`config.mk`:
```
export PLATFORM = sky130hd
export DESIGN_NAME = spi_rtc_regif
export DESIGN_NICKNAME = d
export VERILOG_FILES = /design/src/rtl/spi_rtc_pkg.sv /design/src/rtl/spi_rtc_edge.sv /design/src/rtl/spi_rtc_shifter.sv /design/src/rtl/spi_rtc_xact.sv /design/src/rtl/spi_rtc_regs.sv /design/src/rtl/spi_rtc_regif.sv
export SDC_FILE = /design/constraint.sdc
export NUM_CORES = 1
export LEC_CHECK = 0
export BUFFER_PORTS_ARGS = -buffer_cell sky130_fd_sc_hd__buf_2
export CAP_MARGIN = 20
export CORE_UTILIZATION = 32
export CTS_CLUSTER_SIZE = 16
export DETAILED_ROUTE_END_ITERATION = 10
export PLACE_DENSITY_LB_ADDON = 0.1
export SLEW_MARGIN = 5
export SYNTH_ARGS = -nofsm -noshare
export SYNTH_HDL_FRONTEND = slang
export SYNTH_HIERARCHICAL = 1
export SYNTH_SLANG_ARGS = --single-unit
export TNS_END_PERCENT = 1
```
`constraint.sdc`:
```
create_clock -name clk -period 3.4 [get_ports clk]
set_input_delay 0.34 -clock clk [delete_from_list [all_inputs] [get_ports clk]]
set_output_delay 0.34 -clock clk [all_outputs]
set_load 0.02 [all_outputs]
```
`src/rtl/spi_rtc_pkg.sv`:
```
package spi_rtc_pkg;

    localparam int ADDR_W = 7;

    typedef logic [ADDR_W-1:0] addr_t;
    typedef logic [7:0]        byte_t;

    localparam addr_t A_NB_LAST = 7'h0E;
    localparam addr_t A_CTRL    = 7'h0F;
    localparam addr_t A_STAT    = 7'h10;
    localparam addr_t A_CHG     = 7'h11;

    localparam int    WP_BIT    = 6;
    localparam byte_t CTRL_MASK = 8'hC7;
    localparam byte_t CTRL_RST  = 8'hC0;

    typedef enum logic [2:0] {
        K_NB, K_CTRL, K_STAT, K_CHG, K_RAM, K_NONE
    } reg_kind_e;

    // one register access produced by the transaction sequencer
    typedef struct packed {
        logic  stb;
        logic  wr;
        addr_t addr;
        byte_t data;
    } reg_op_t;

    function automatic reg_kind_e classify(addr_t a, int ram_base, int ram_bytes);
        if (a <= A_NB_LAST)                                  return K_NB;
        if (a == A_CTRL)                                     return K_CTRL;
        if (a == A_STAT)                                     return K_STAT;
        if (a == A_CHG)                                      return K_CHG;
        if (int'(a) >= ram_base && int'(a) < ram_base + ram_bytes) return K_RAM;
        return K_NONE;
    endfunction

    // which alarm flag a fetch from this address acknowledges
    function automatic logic [1:0] alarm_ack(addr_t a);
        logic [1:0] m;
        m[0] = (a >= 7'h07) && (a <= 7'h0A);
        m[1] = (a >= 7'h0B) && (a <= 7'h0E);
        return m;
    endfunction

endpackage

```
`src/rtl/spi_rtc_edge.sv`:
```
module spi_rtc_edge #(
    parameter int SYNC_STAGES = 2,
    parameter bit IDLE_HIGH   = 1'b0
) (
    input  logic clk,
    input  logic rst,
    input  logic sck,
    input  logic cs,
    input  logic mosi,
    output logic cs_s,
    output logic mosi_s,
    output logic lead,
    output logic trail
);
    logic [SYNC_STAGES-1:0] sck_sr, cs_sr, mosi_sr;
    logic                   sck_prev, sck_now;

    always_ff @(posedge clk) begin
        if (rst) begin
            sck_sr   <= {SYNC_STAGES{IDLE_HIGH}};
            cs_sr    <= '0;
            mosi_sr  <= '0;
            sck_prev <= IDLE_HIGH;
        end else begin
            sck_sr   <= {sck_sr[SYNC_STAGES-2:0], sck};
            cs_sr    <= {cs_sr[SYNC_STAGES-2:0], cs};
            mosi_sr  <= {mosi_sr[SYNC_STAGES-2:0], mosi};
            sck_prev <= sck_now;
        end
    end

    assign sck_now = sck_sr[SYNC_STAGES-1];
    assign cs_s    = cs_sr[SYNC_STAGES-1];
    assign mosi_s  = mosi_sr[SYNC_STAGES-1];

    generate
        if (IDLE_HIGH) begin : g_idle_hi
            assign lead  =  sck_prev & ~sck_now;
            assign trail = ~sck_prev &  sck_now;
        end else begin : g_idle_lo
            assign lead  = ~sck_prev &  sck_now;
            assign trail =  sck_prev & ~sck_now;
        end
    endgenerate

endmodule

```
`src/rtl/spi_rtc_shifter.sv`:
```
module spi_rtc_shifter
    import spi_rtc_pkg::*;
(
    input  logic  clk,
    input  logic  rst,
    input  logic  cs_s,
    input  logic  mosi_s,
    input  logic  lead,
    input  logic  trail,
    input  logic  load,
    input  byte_t load_data,
    output logic  byte_vld,
    output byte_t byte_q,
    output logic  miso
);
    logic [2:0] bit_cnt;
    byte_t      rx_sr, tx_sr;
    logic       miso_q;

    always_ff @(posedge clk) begin
        if (rst || !cs_s) begin
            bit_cnt  <= '0;
            rx_sr    <= '0;
            tx_sr    <= '0;
            miso_q   <= 1'b0;
            byte_vld <= 1'b0;
            byte_q   <= '0;
        end else begin
            byte_vld <= 1'b0;
            if (trail) begin
                rx_sr   <= {rx_sr[6:0], mosi_s};
                bit_cnt <= bit_cnt + 3'd1;
                if (bit_cnt == 3'd7) begin
                    byte_vld <= 1'b1;
                    byte_q   <= {rx_sr[6:0], mosi_s};
                end
            end
            if (load) begin
                tx_sr <= load_data;
            end else if (lead) begin
                miso_q <= tx_sr[7];
                tx_sr  <= {tx_sr[6:0], 1'b0};
            end
        end
    end

    assign miso = miso_q;

endmodule

```
`src/rtl/spi_rtc_xact.sv`:
```
module spi_rtc_xact
    import spi_rtc_pkg::*;
(
    input  logic    clk,
    input  logic    rst,
    input  logic    cs_s,
    input  logic    byte_vld,
    input  byte_t   byte_q,
    output reg_op_t op
);
    logic  first;
    logic  wr_mode;
    addr_t next_addr;

    always_ff @(posedge clk) begin
        if (rst || !cs_s) begin
            first     <= 1'b1;
            wr_mode   <= 1'b0;
            next_addr <= '0;
            op        <= '0;
        end else begin
            op.stb <= 1'b0;
            if (byte_vld) begin
                if (first) begin
                    first   <= 1'b0;
                    wr_mode <= byte_q[7];
                    if (byte_q[7]) begin
                        next_addr <= byte_q[6:0];
                    end else begin
                        // fetch the first read byte at once
                        op        <= '{stb: 1'b1, wr: 1'b0, addr: byte_q[6:0], data: '0};
                        next_addr <= byte_q[6:0] + 7'd1;
                    end
                end else begin
                    op        <= '{stb: 1'b1, wr: wr_mode, addr: next_addr, data: byte_q};
                    next_addr <= next_addr + 7'd1;
                end
            end
        end
    end

endmodule

```
`src/rtl/spi_rtc_regs.sv`:
```
module spi_rtc_regs
    import spi_rtc_pkg::*;
#(
    parameter int         RAM_BASE  = 32,
    parameter int         RAM_BYTES = 96,
    parameter logic [3:0] CHG_KEY   = 4'hA
) (
    input  logic       clk,
    input  logic       rst,
    input  reg_op_t    op,
    input  logic [1:0] alm_hit,
    input  byte_t      nb_rdata,
    output byte_t      rd_data,
    output logic       rd_load,
    output addr_t      nb_addr,
    output logic       nb_we,
    output logic       nb_re,
    output byte_t      nb_wdata,
    output byte_t      ctrl_o,
    output logic [1:0] alarm_flags,
    output logic       alarm_irq,
    output byte_t      charger_cfg,
    output logic       charger_valid
);
    localparam int RAM_AW = $clog2(RAM_BYTES);

    byte_t        ctrl_q, chg_q;
    logic [1:0]   stat_q;
    byte_t        ram [RAM_BYTES];
    reg_kind_e    kind;
    logic         wp, rd, wr_ok;
    addr_t        ram_off;
    logic [RAM_AW-1:0] ram_idx;
    logic [1:0]   ack_clr, wr_clr;

    assign kind    = classify(op.addr, RAM_BASE, RAM_BYTES);
    assign wp      = ctrl_q[WP_BIT];
    assign rd      = op.stb && !op.wr;
    // protect gate: only a control write that drops the protect bit passes
    assign wr_ok   = op.stb && op.wr &&
                     (!wp || (kind == K_CTRL && !op.data[WP_BIT]));
    assign ram_off = op.addr - addr_t'(RAM_BASE);
    assign ram_idx = ram_off[RAM_AW-1:0];
    assign ack_clr = rd ? alarm_ack(op.addr) : 2'b00;
    assign wr_clr  = (wr_ok && kind == K_STAT) ? ~op.data[1:0] : 2'b00;

    always_ff @(posedge clk) begin
        if (rst) begin
            ctrl_q <= CTRL_RST;
            chg_q  <= '0;
            stat_q <= '0;
        end else begin
            if (wr_ok && kind == K_CTRL) ctrl_q <= op.data & CTRL_MASK;
            if (wr_ok && kind == K_CHG)  chg_q  <= op.data;
            stat_q <= alm_hit | (stat_q & ~ack_clr & ~wr_clr);
        end
    end

    always_ff @(posedge clk) begin
        if (rst) begin
            for (int i = 0; i < RAM_BYTES; i++) ram[i] <= '0;
        end else if (wr_ok && kind == K_RAM) begin
            ram[ram_idx] <= op.data;
        end
    end

    always_comb begin
        unique case (kind)
            K_NB:    rd_data = nb_rdata;
            K_CTRL:  rd_data = ctrl_q;
            K_STAT:  rd_data = {6'b0, stat_q};
            K_CHG:   rd_data = chg_q;
            K_RAM:   rd_data = ram[ram_idx];
            default: rd_data = '0;
        endcase
    end

    assign rd_load       = rd;
    assign nb_addr       = op.addr;
    assign nb_wdata      = op.data;
    assign nb_we         = wr_ok && kind == K_NB;
    assign nb_re         = rd && kind == K_NB;
    assign ctrl_o        = ctrl_q;
    assign alarm_flags   = stat_q;
    assign alarm_irq     = |(stat_q & ctrl_q[1:0]);
    assign charger_cfg   = chg_q;
    assign charger_valid = (chg_q[7:4] == CHG_KEY);

endmodule

```
`src/rtl/spi_rtc_regif.sv`:
```
module spi_rtc_regif
    import spi_rtc_pkg::*;
#(
    parameter int         SYNC_STAGES = 2,
    parameter bit         IDLE_HIGH   = 1'b0,
    parameter int         RAM_BASE    = 32,
    parameter int         RAM_BYTES   = 96,
    parameter logic [3:0] CHG_KEY     = 4'hA
) (
    input  logic       clk,
    input  logic       rst,
    input  logic       spi_sck,
    input  logic       spi_cs,
    input  logic       spi_mosi,
    output logic       spi_miso,
    output logic [6:0] nb_addr,
    output logic       nb_we,
    output logic       nb_re,
    output logic [7:0] nb_wdata,
    input  logic [7:0] nb_rdata,
    input  logic [1:0] alm_hit,
    output logic [7:0] ctrl_o,
    output logic [1:0] alarm_flags,
    output logic       alarm_irq,
    output logic [7:0] charger_cfg,
    output logic       charger_valid
);
    logic    cs_s, mosi_s, lead, trail;
    logic    byte_vld, rd_load;
    byte_t   byte_q, rd_data;
    reg_op_t op;

    spi_rtc_edge #(
        .SYNC_STAGES (SYNC_STAGES),
        .IDLE_HIGH   (IDLE_HIGH)
    ) u_edge (
        .clk    (clk),
        .rst    (rst),
        .sck    (spi_sck),
        .cs     (spi_cs),
        .mosi   (spi_mosi),
        .cs_s   (cs_s),
        .mosi_s (mosi_s),
        .lead   (lead),
        .trail  (trail)
    );

    spi_rtc_shifter u_shift (
        .clk       (clk),
        .rst       (rst),
        .cs_s      (cs_s),
        .mosi_s    (mosi_s),
        .lead      (lead),
        .trail     (trail),
        .load      (rd_load),
        .load_data (rd_data),
        .byte_vld  (byte_vld),
        .byte_q    (byte_q),
        .miso      (spi_miso)
    );

    spi_rtc_xact u_xact (
        .clk      (clk),
        .rst      (rst),
        .cs_s     (cs_s),
        .byte_vld (byte_vld),
        .byte_q   (byte_q),
        .op       (op)
    );

    spi_rtc_regs #(
        .RAM_BASE  (RAM_BASE),
        .RAM_BYTES (RAM_BYTES),
        .CHG_KEY   (CHG_KEY)
    ) u_regs (
        .clk           (clk),
        .rst           (rst),
        .op            (op),
        .alm_hit       (alm_hit),
        .nb_rdata      (nb_rdata),
        .rd_data       (rd_data),
        .rd_load       (rd_load),
        .nb_addr       (nb_addr),
        .nb_we         (nb_we),
        .nb_re         (nb_re),
        .nb_wdata      (nb_wdata),
        .ctrl_o        (ctrl_o),
        .alarm_flags   (alarm_flags),
        .alarm_irq     (alarm_irq),
        .charger_cfg   (charger_cfg),
        .charger_valid (charger_valid)
    );

endmodule

```
Word level (Yosys, flattened, before mapping):

Memory sizes are Yosys's and may differ from the RTL's.
Index checks and enable logic that the tools add are counted.

* RAM bits: 768
* bits in read-only memories: 0
* memories: 1
* logic and storage cells: 125
* register bits: 76
* bits in latches: 0

Memory list
* u_regs.ram: depth 96, bits a word 8, rd ports 1, clocked after memory_dff 0, write ports 96, RTL line spi_rtc_regs.sv:29 `byte_t ram [RAM_BYTES];`

* divide/modulo/power cells: 0
* multiply operators: 0
* $lt $le $gt $ge: 5
* equality and inequality tests: 10
* bitwise logic cells: 14
* reduce and logical (&&, ||, !) cells: 28
* add/sub/neg operators: 4
* mux-type cells: 43
* shifts and indexed selects: 0

Operator list (count)
* 8-bit case mux with 5 select lines: 1
* 17-bit two-way mux: 2
* 3-bit two-way mux: 10
* 8-bit two-way mux: 3
* 1-bit two-way mux: 22
* 7-bit two-way mux: 3
* 7-bit by 1-bit adder with 7-bit output, second input constant: 2
* 7-bit by 5-bit equality test with 1-bit output, second input constant: 2
* 7-bit by 4-bit less-or-equal comparator with 1-bit output, second input constant: 2
* 1-bit logical AND: 12
* 2-bit AND reduction: 4
* 8-bit OR reduction: 1
* 7-bit by 4-bit equality test with 1-bit output, second input constant: 1
* 7-bit by 3-bit >= comparator with 1-bit output, second input constant: 1
* 7-bit by 4-bit >= comparator with 1-bit output, second input constant: 1
* 7-bit by 6-bit >= comparator with 1-bit output, second input constant: 1
* 7-bit by 6-bit subtractor with 7-bit output, second input constant: 1
* 2-bit bitwise AND: 3
* 3-bit by 2-bit equality test with 1-bit output, second input constant: 2
* 3-bit equality test, second input constant: 2
* 2-bit inverter: 3
* 2-bit OR reduction: 3
* 1-bit inverter: 5
* 4-bit equality test, second input constant: 1
* 10 further kinds: 16

Depth between registers and ports, before layout:

Gate-level depths: netlist of run 1.

* depth after elaboration: 27
* depth in mapped cells: 14
* gate-level depth less buffers: 11

Cells and area by module:

The synthesis of run 1 kept the hierarchy.

By module, submodules not included
* spi_rtc_regs: sequential area each 31049.8 um^2, area an instance 44916.8 um^2, times used 1, cells each 3449
* spi_rtc_xact: sequential area each 520.5 um^2, area an instance 1198.6 um^2, times used 1, cells each 142
* spi_rtc_shifter: sequential area each 560.5 um^2, area an instance 1141.1 um^2, times used 1, cells each 112
* spi_rtc_edge: sequential area each 140.1 um^2, area an instance 196.4 um^2, times used 1, cells each 16

Worst setup path before layout of run 1:

No wires, ideal clock.

* kind: reg2reg
* start point: register u_xact/op[13] (netlist name)
* end point: memory u_regs/ram[18][0] (netlist bit), enable pin
* path slack: 407 ps
* cell stages (with the launch flop): 10
* buffers on the path: 2
* library setup time: 326 ps
* required time: 3074 ps
* data arrival time: 2667 ps
* cells stage by stage: dfxtp_1 > ha_1 > nor3b_2 > nand2_1 > a2111o_1 > or3_1 > clkbuf_1 > nor2_1 > buf_2 > a21o_1

RTL lines (RTL line)
* end: declaration: spi_rtc_regs.sv:29

Worst setup path in the final report of run 1:

* start point: register u_xact/op[10] (netlist name)
* end point: register u_shift.tx_sr[5]

* longest elaborated chain between the ends: 14
* elaborated cells between the ends (all ways): 38
* those cells by class: add/sub: 1; order compare: 2; eq/ne: 7; mux: 26; reduce/logical: 1; memory: 1

RTL lines
* 7-bit by 6-bit >= comparator with 1-bit output: RTL line spi_rtc_pkg.sv:34 `if (int'(a) >= ram_base && int'(a) < ram_base + ram_bytes) return K_RAM;`
* 1-bit two-way mux (2 in a row): RTL line spi_rtc_pkg.sv:34
* 1-bit two-way mux: RTL line spi_rtc_pkg.sv:33 `if (a == A_CHG) return K_CHG;`
* 1-bit two-way mux: RTL line spi_rtc_pkg.sv:32 `if (a == A_STAT) return K_STAT;`
* 1-bit two-way mux: RTL line spi_rtc_pkg.sv:31 `if (a == A_CTRL) return K_CTRL;`
* 3-bit two-way mux: RTL line spi_rtc_pkg.sv:35 `return K_NONE;`
* 3-bit two-way mux: RTL line spi_rtc_pkg.sv:34
* 3-bit two-way mux: RTL line spi_rtc_pkg.sv:33
* 3-bit two-way mux: RTL line spi_rtc_pkg.sv:32
* 3-bit two-way mux: RTL line spi_rtc_pkg.sv:31
* 3-bit equality test (tied with other cells): RTL line spi_rtc_regs.sv:68 `unique case (kind)`
* 8-bit case mux with 5 select lines (*): RTL line spi_rtc_regs.sv:68
* named net rd_data[5]: RTL line spi_rtc_regif.sv:30 `byte_t byte_q, rd_data;`
* 8-bit two-way mux (*): RTL line spi_rtc_shifter.sv:38 `if (load) begin`
* end signal: assignment: RTL line spi_rtc_shifter.sv:39 `tx_sr <= load_data;`
* end signal: assignment: RTL line spi_rtc_shifter.sv:42 `tx_sr <= {tx_sr[6:0], 1'b0};`
* end: declaration: RTL line spi_rtc_shifter.sv:17 `byte_t rx_sr, tx_sr;`

Mark *: on every way through the listed nets, which the timed path passes. The rest lies on a longest branch. The select of a mux whose other input is x is not followed.
A chain may end at the register's enable or synchronous reset.

==> metrics.txt, run 1 <==
outcome finished, violations left; failing checks setup timing; Worst EP required 4.04 ns; critical path's slowest cell dfxtp_4; Buffers & Inverters on Critical Path 3; die width 387 um; latest clock arrival within the worst-skew pair 0.81 ns; maximum VDD drop 379 uV; Placed Cells 6028; Inserted Clock Buffers 132; routed via count 34300; CTS tree built; # IOs 53; placed cell area 54700 um^2; top-count cell post-synth edfxtp_1; Post-Layout Cell Count 6279; Async SR Flop Fraction 0; Startpoint Class flop; gr usage total 0.254; fin worst setup slack -0.0271 ns; cell area after synthesis 47500 um^2; Reg2Reg Depth 11; Initial Util 0.324; Yosys warning total 6; fmax 0.292 GHz; Post-synth top cells edfxtp_1, nor2_1, clkbuf_1; Total Power 30.9 mW; unrepaired setup endpoints after global routing yes; register clock-pin slew on the reported worst setup and hold paths 0.06 ns; antenna viol nets, final 0; Die ar. 150000 um^2; Setup-failing EPs final 1; TNS Setup -0.0271 ns; sequential share of the synthesized area 0.680; core area 146000 um^2; H-tree depth 4; Min-Delay Path Depth 5; endpoint class of the critical path flop; Synth Register Bits 1100; pin count of the biggest net entering global routing 56; Routed Wire Length 193000 um; NumNets Final 4276; Lkg Pwr 20.3 nW; Primary FF master, synth edfxtp_1; post-DR vias/cell 5.46; Worst Path Max Fanout 36; Wirelength per Cell 30.7 um; register area 32300 um^2; crit share post-route 1.01; Rel. slew slack 0.326; Syn-to-layout area delta 24.8%; post-synth top area cell edfxtp_1; Synth area leaders edfxtp_1, nor2_1, dfxtp_1; Filler cells 14100; hold wc startpoint nb_rdata[0]; Power Density 521 nW/um^2; fin. max-slew vios 0; reg2reg start u_xact/op[10]; first-pass GRT wire length 268000 um; vias in the first global route 33100; initial antenna violation count 12; min-delay worst type input pin to flop; Multi-input gate area 14900 um^2; Max Cap Viol 0; Yosys cell types 77; layout cells sized above 1 0.201; Num Clock Sinks 1100; Worst path depth 11; Slew @ Worst Pin 1.01 ns; drt initial violations 3690; DRC 0; Clock Skew 0.0449 ns; final core utilization 0.404; crit path from u_xact/op[10]; I/O Buffers 49; most frequent cell on the critical path buf_12; design area 59200 um^2; drt pass-1 iters 9; crit path DAT 4.06 ns; Final Hold Viols 0; Chip Height 387 um; Detail Placement HPWL 126000 um; Clock Path Buffers 3; gr ovfl total 0; number of flops mapped to enable cells by yosys 1024; syn avg cell area 12.8 um^2; root buf cell clkbuf_16; placer congestion estimate 0.896; cell family with most CP delay compound AO/OA/AOI/OAI gates; final worst path period need 3.43 ns; crit-path max cell delay 0.51 ns; crit-path cells buf_4 -> buf_12 -> buf_12 -> mux2_2 -> o22ai_1 -> a221oi_1 -> a311oi_1 -> o32ai_1 -> a2111o_1 -> mux2i_1 -> nor2_1; Cell Rows 140; Synth top area share 0.648; Crit Path Class flop to flop; Cells after Synth 3719; post-CTS setup buffer count 0
==> final cells by class <==
cell class              count  share of cell area
flip-flops and latches   1100               0.545
multi-input cells        2538               0.251
repair buffers            467              0.0885
clock buffers             163              0.0591
well taps                1917              0.0405
clock inverters            80              0.0148
inverters                  13            0.000845
diodes                      1           0.0000422
==> report_power, final <==
group,leakage [nW],switching [mW],internal [mW]
logic,7.48,0.577,0.447
registers,10.7,0.170,15.3
clock network,2.13,5.99,8.39
==> kinds of logic after synthesis <==
kind of cell	synth area share
buffers and inverters	0.0306
AND/OR/NAND/NOR	0.107
flip-flops	0.680
multiplexers	0.0689
adder cells (fa/ha/maj)	0.00237
other	0.0000790
XOR/XNOR	0.000923
AO/OA/AOI/OAI	0.110
==> layer usage <==
| metal | up-vias | global-route usage | share of wire |
|---|---|---|---|
| met2 | 1429 | 0.396 | 0.46 |
| li1 | 14800 | - | - |
| met4 | 6 | 0.0871 | 0.033 |
| met3 | 294 | 0.0434 | 0.072 |
| met1 | 17800 | 0.358 | 0.44 |
| met5 | - | 0 | 0.00020 |
==> sequential cells by signal (all words and copies together), names as in the netlist, 3 cells and up <==
register / cells
u_regs/ctrl_o: 5
u_regs/charger_cfg: 8
u_regs/ram: 1024
u_xact/next_addr: 7
u_xact/op: 17
u_shift/byte_q: 8
u_shift/tx_sr: 8
u_shift/bit_cnt: 3
u_shift/rx_sr: 7
==> placed cells by master (no fill, tap or decap), types with 26 or more instances in the layout <==
cell type and n:
nor2b_1 26, o21ai_0 86, a21o_1 98, buf_12 146, conb_1 259, clkinv_1 29
nand2_1 169, o22ai_1 163, o221ai_1 70, mux2_2 134, edfxtp_1 1024, mux2i_1 107
buf_2 48, dfxtp_1 62, mux4_2 26, a211oi_1 30, a21oi_1 94, buf_4 262
clkbuf_16 134, nand3_1 32, nor2_1 893
==> final timing paths <==
check | slack, ns | endpoint
max | -0.03 | u_shift/tx_sr[5]
min reg2reg | 0.44 | u_edge/sck_sr[1]
max reg2reg | -0.03 | u_shift/tx_sr[5]
min | 0.10 | u_shift/tx_sr[0]
==> what timing repair did <==
item,in CTS,in global routing
gates resized for setup,7,8
hold buffers,7,0
endpoints found under the setup margin,52,79
pin swaps,0,0
hold endpoints to repair,6,0
==> tightest hold or removal path, cell delays in order <==
cell and delay (ns):
buf_2 0.09, a221oi_2 0.13, o2111ai_1 0.14, a21oi_1 0.08, nor2_1 0.07
==> through the flow <==
| stage | hold WS (ns) | setup slack (ns) |
|---|---|---|
| floorplan | 0.412 | 0.407 |
| global placement | 0.420 | -0.442 |
| detailed placement | 0.436 | -0.145 |
| CTS | 0.160 | 0.0140 |
| global route | 0.128 | -0.163 |
| finish | 0.101 | -0.0271 |
No activity file was read; power rests on OpenSTA's default activity.
==> run 2, diff against run 1 <==
--- a/config.mk
+++ b/config.mk
@@ -8,6 +8,7 @@
 export BUFFER_PORTS_ARGS = -buffer_cell sky130_fd_sc_hd__buf_2
 export CAP_MARGIN = 20
 export CORE_UTILIZATION = 32
+export CTS_BUF_LIST = sky130_fd_sc_hd__clkbuf_2 sky130_fd_sc_hd__clkbuf_4 sky130_fd_sc_hd__clkbuf_8
 export CTS_CLUSTER_SIZE = 16
 export DETAILED_ROUTE_END_ITERATION = 10
 export PLACE_DENSITY_LB_ADDON = 0.1
==> run 2 against run 1 <==
The run now ends clean. Critical path depth grew 1. Clock skew is 0.028 ns higher. Final cell count rose by 2.1%. Combinational power hardly changed. Worst setup slack gained 0.047 ns. Count of clock-buffer cells in the layout up 119.
==> metrics.txt, run 2 (synthesized netlist as in run 1, its figures left out) <==
outcome complete, no violations; NumNets Final 4351 (+1.8%); Multi-input gate area 14900 um^2 (about the same); Largest register FFs 1024 (unchanged); Clock Skew 0.0725 ns (+0.0275 ns); Wirelength per Cell 30.5 um (-0.66%); Syn-to-layout area delta 24.3%; pin count of the biggest net entering global routing 56 (unchanged); most frequent cells in the layout edfxtp_1, nor2_1, buf_4, conb_1, clkbuf_8; DRC 0 (unchanged); vias in the first global route 33700 (+1.9%); Lkg Pwr 20.3 nW (+0.30%); Final Hold Viols 0 (unchanged); routed via count 34900 (+1.9%); Chip Height 387 um (unchanged); Clock Path Buffers 3 (unchanged); unrepaired setup endpoints after global routing no; drt pass-1 iters 6 (-3); CTS tree built; register area 32300 um^2 (unchanged); Setup-failing EPs final 0 (-1); first-pass GRT wire length 270000 um (+0.77%); Detail Placement HPWL 126000 um (unchanged); Crit Path Class flop to flop; Max Cap Viol 0 (unchanged); end of the worst hold path u_regs/alarm_flags[1]; pre-CTS setup slack -0.145 ns (unchanged); design area 59000 um^2 (-0.38%); Min-Delay Path Depth 4 (-1); die width 387 um (unchanged); crit path from u_xact/op[10]; root buf cell clkbuf_8; switching share of power 0.227 (+0.00885); register clock-pin slew on the reported worst setup and hold paths 0.06 ns (about the same); fin worst setup slack 0.0197 ns (+0.0468 ns); gr usage total 0.256 (+0.00158); crit share post-route 0.994 (-0.0138); antenna viol nets, final 0 (unchanged); drt initial violations 3840 (+4.1%); Regs by FF count u_regs/ram: 1024 flops, u_xact/op: 17 flops; placed cell area 54700 um^2 (unchanged); I/O Buffers 49 (unchanged); final worst path period need 3.38 ns (-0.0468 ns); clock power share 0.436 (-0.030); H-tree depth 4 (unchanged); Num Clock Sinks 1100 (unchanged); Net Switching 6.65 mW (-1.3%); Die ar. 150000 um^2 (unchanged); Power Density 496 nW/um^2 (-4.8%); Rel. slew slack 0.261 (-0.0650); Cell Rows 140 (unchanged); gr ovfl total 0 (unchanged); fmax 0.296 GHz (+1.4%); Routed Wire Length 195000 um (+1.4%); register with the most flip-flops u_regs/ram; min-delay worst type input pin to flop; Total Power 29.3 mW (-5.2%); reg2reg end u_shift/tx_sr[3]; Startpoint Class flop; Reg2Reg Depth 12 (+1); commonest non-fill, non-tap cell in the layout edfxtp_1; Slew @ Worst Pin 1.11 ns (+0.102 ns); Worst Path Max Fanout 16 (-56%); Worst EP required 4.27 ns (+0.23 ns); sequential share of power 0.529 (+0.028); cell-internal power 22.6 mW (-6.2%); Inserted Clock Buffers 197 (+49%); reg2reg start u_xact/op[10]; placer congestion estimate 0.896 (unchanged); latest clock arrival within the worst-skew pair 0.96 ns (+0.15 ns); layout cells sized above 1 0.226 (+0.0242); maximum VDD drop 284 uV (-25%); initial antenna violation count 12 (unchanged); endpoint class of the critical path flop; post-DR vias/cell 5.45 (-0.19%); fin. max-slew vios 0 (unchanged); flop2flop setup slack 0.02 ns (+0.05 ns); crit path DAT 4.25 ns (+0.19 ns); combinational fraction of design power 0.035 (+0.002); Initial Util 0.324 (unchanged); core area 146000 um^2 (unchanged); Filler cells 14100 (+0.52%); hold wc startpoint alm_hit[1]; # IOs 53 (unchanged)
-- run 2: cell count changes in the layout (fill, tap and decap cells not counted), moves of 4 or more --
cell,before,now
inv_12,0,5
clkbuf_8,4,206
nor2_2,4,8
clkinv_1,29,46
clkinvlp_4,4,0
buf_4,262,266
clkinv_2,22,14
clkbuf_4,0,76
clkbuf_1,25,0
diode_2,1,5
clkbuf_16,134,3
bufinv_16,13,5
-- run 2: routing by layer --
layer / vias up / part of all wire / track usage
met5: - / 0.000067 / 0
met4: 2 / 0.035 / 0.0893
met3: 356 / 0.079 / 0.0460
met2: 1662 / 0.45 / 0.398
met1: 18000 / 0.43 / 0.358
li1: 14900 / - / -
-- run 2: power by group through the flow --
stage,Sequential [mW],Clock (mW),Combinational [mW]
after global routing,15.5,13.6,1.08
after floorplan,15.7,0,0.451
after detailed placement,15.7,0,1.01
final,15.5,12.8,1.03
after global placement,15.7,0,1.01
after CTS,15.5,13.1,1.02
-- run 2: worst max-delay path, stage by stage, from the launching register on --
cell       delay, ns
dfxtp_4         0.41
buf_12          0.17
buf_4           0.15
nand3b_1        0.15
buf_12          0.24
buf_4           0.23
o22ai_1         0.14
a2111oi_0       0.57
o21ai_0         0.38
a31oi_1         0.43
a41o_1          0.24
mux2i_1         0.07
nor2_1          0.10
-- run 2: repair_timing --
| action | 4_1_cts | 5_1_grt |
|---|---|---|
| pin swaps | 0 | 1 |
| setup buffers | 1 | 3 |
| hold endpoints to repair | 15 | 0 |
| cloned | 0 | 3 |
| endpoints found under the setup margin | 63 | 57 |
| hold buffers | 10 | 0 |
| gates resized for setup | 6 | 9 |
-- run 2: worst max path at each step --
stage                   endpoint  slack (ns)  cells past startpoint
2_1_floorplan  u_regs/ram[18][0]        0.41                      9
3_3_place_gp    u_shift/tx_sr[6]       -0.44                     11
3_5_place_dp    u_shift/tx_sr[5]       -0.14                     11
4_1_cts         u_shift/tx_sr[5]       0.009                     11
5_1_grt         u_shift/tx_sr[5]        0.01                     12
6_report        u_shift/tx_sr[3]        0.02                     12
-- run 2: cell type report --
class,instances,area share
clock inverter,77,0.00986
tap,1917,0.0406
sequential,1100,0.547
timing repair buffer,477,0.0916
multi-input combinational,2538,0.252
clock buffer,282,0.0577
inverter,13,0.000848
antenna,5,0.000212
-- run 2: metrics by stage --
step / setup TNS [ns] / instances / hold slack (ns) / util
after floorplan: 0 / 3977 / 0.412 / -
after global placement: -2.69 / 6027 / 0.420 / 0.374
after detailed placement: -2.60 / 6028 / 0.436 / 0.374
after CTS: 0 / 6398 / 0.0142 / 0.402
after global routing: 0 / 6408 / 0.0994 / 0.403
final: 0 / 6409 / 0.126 / 0.403
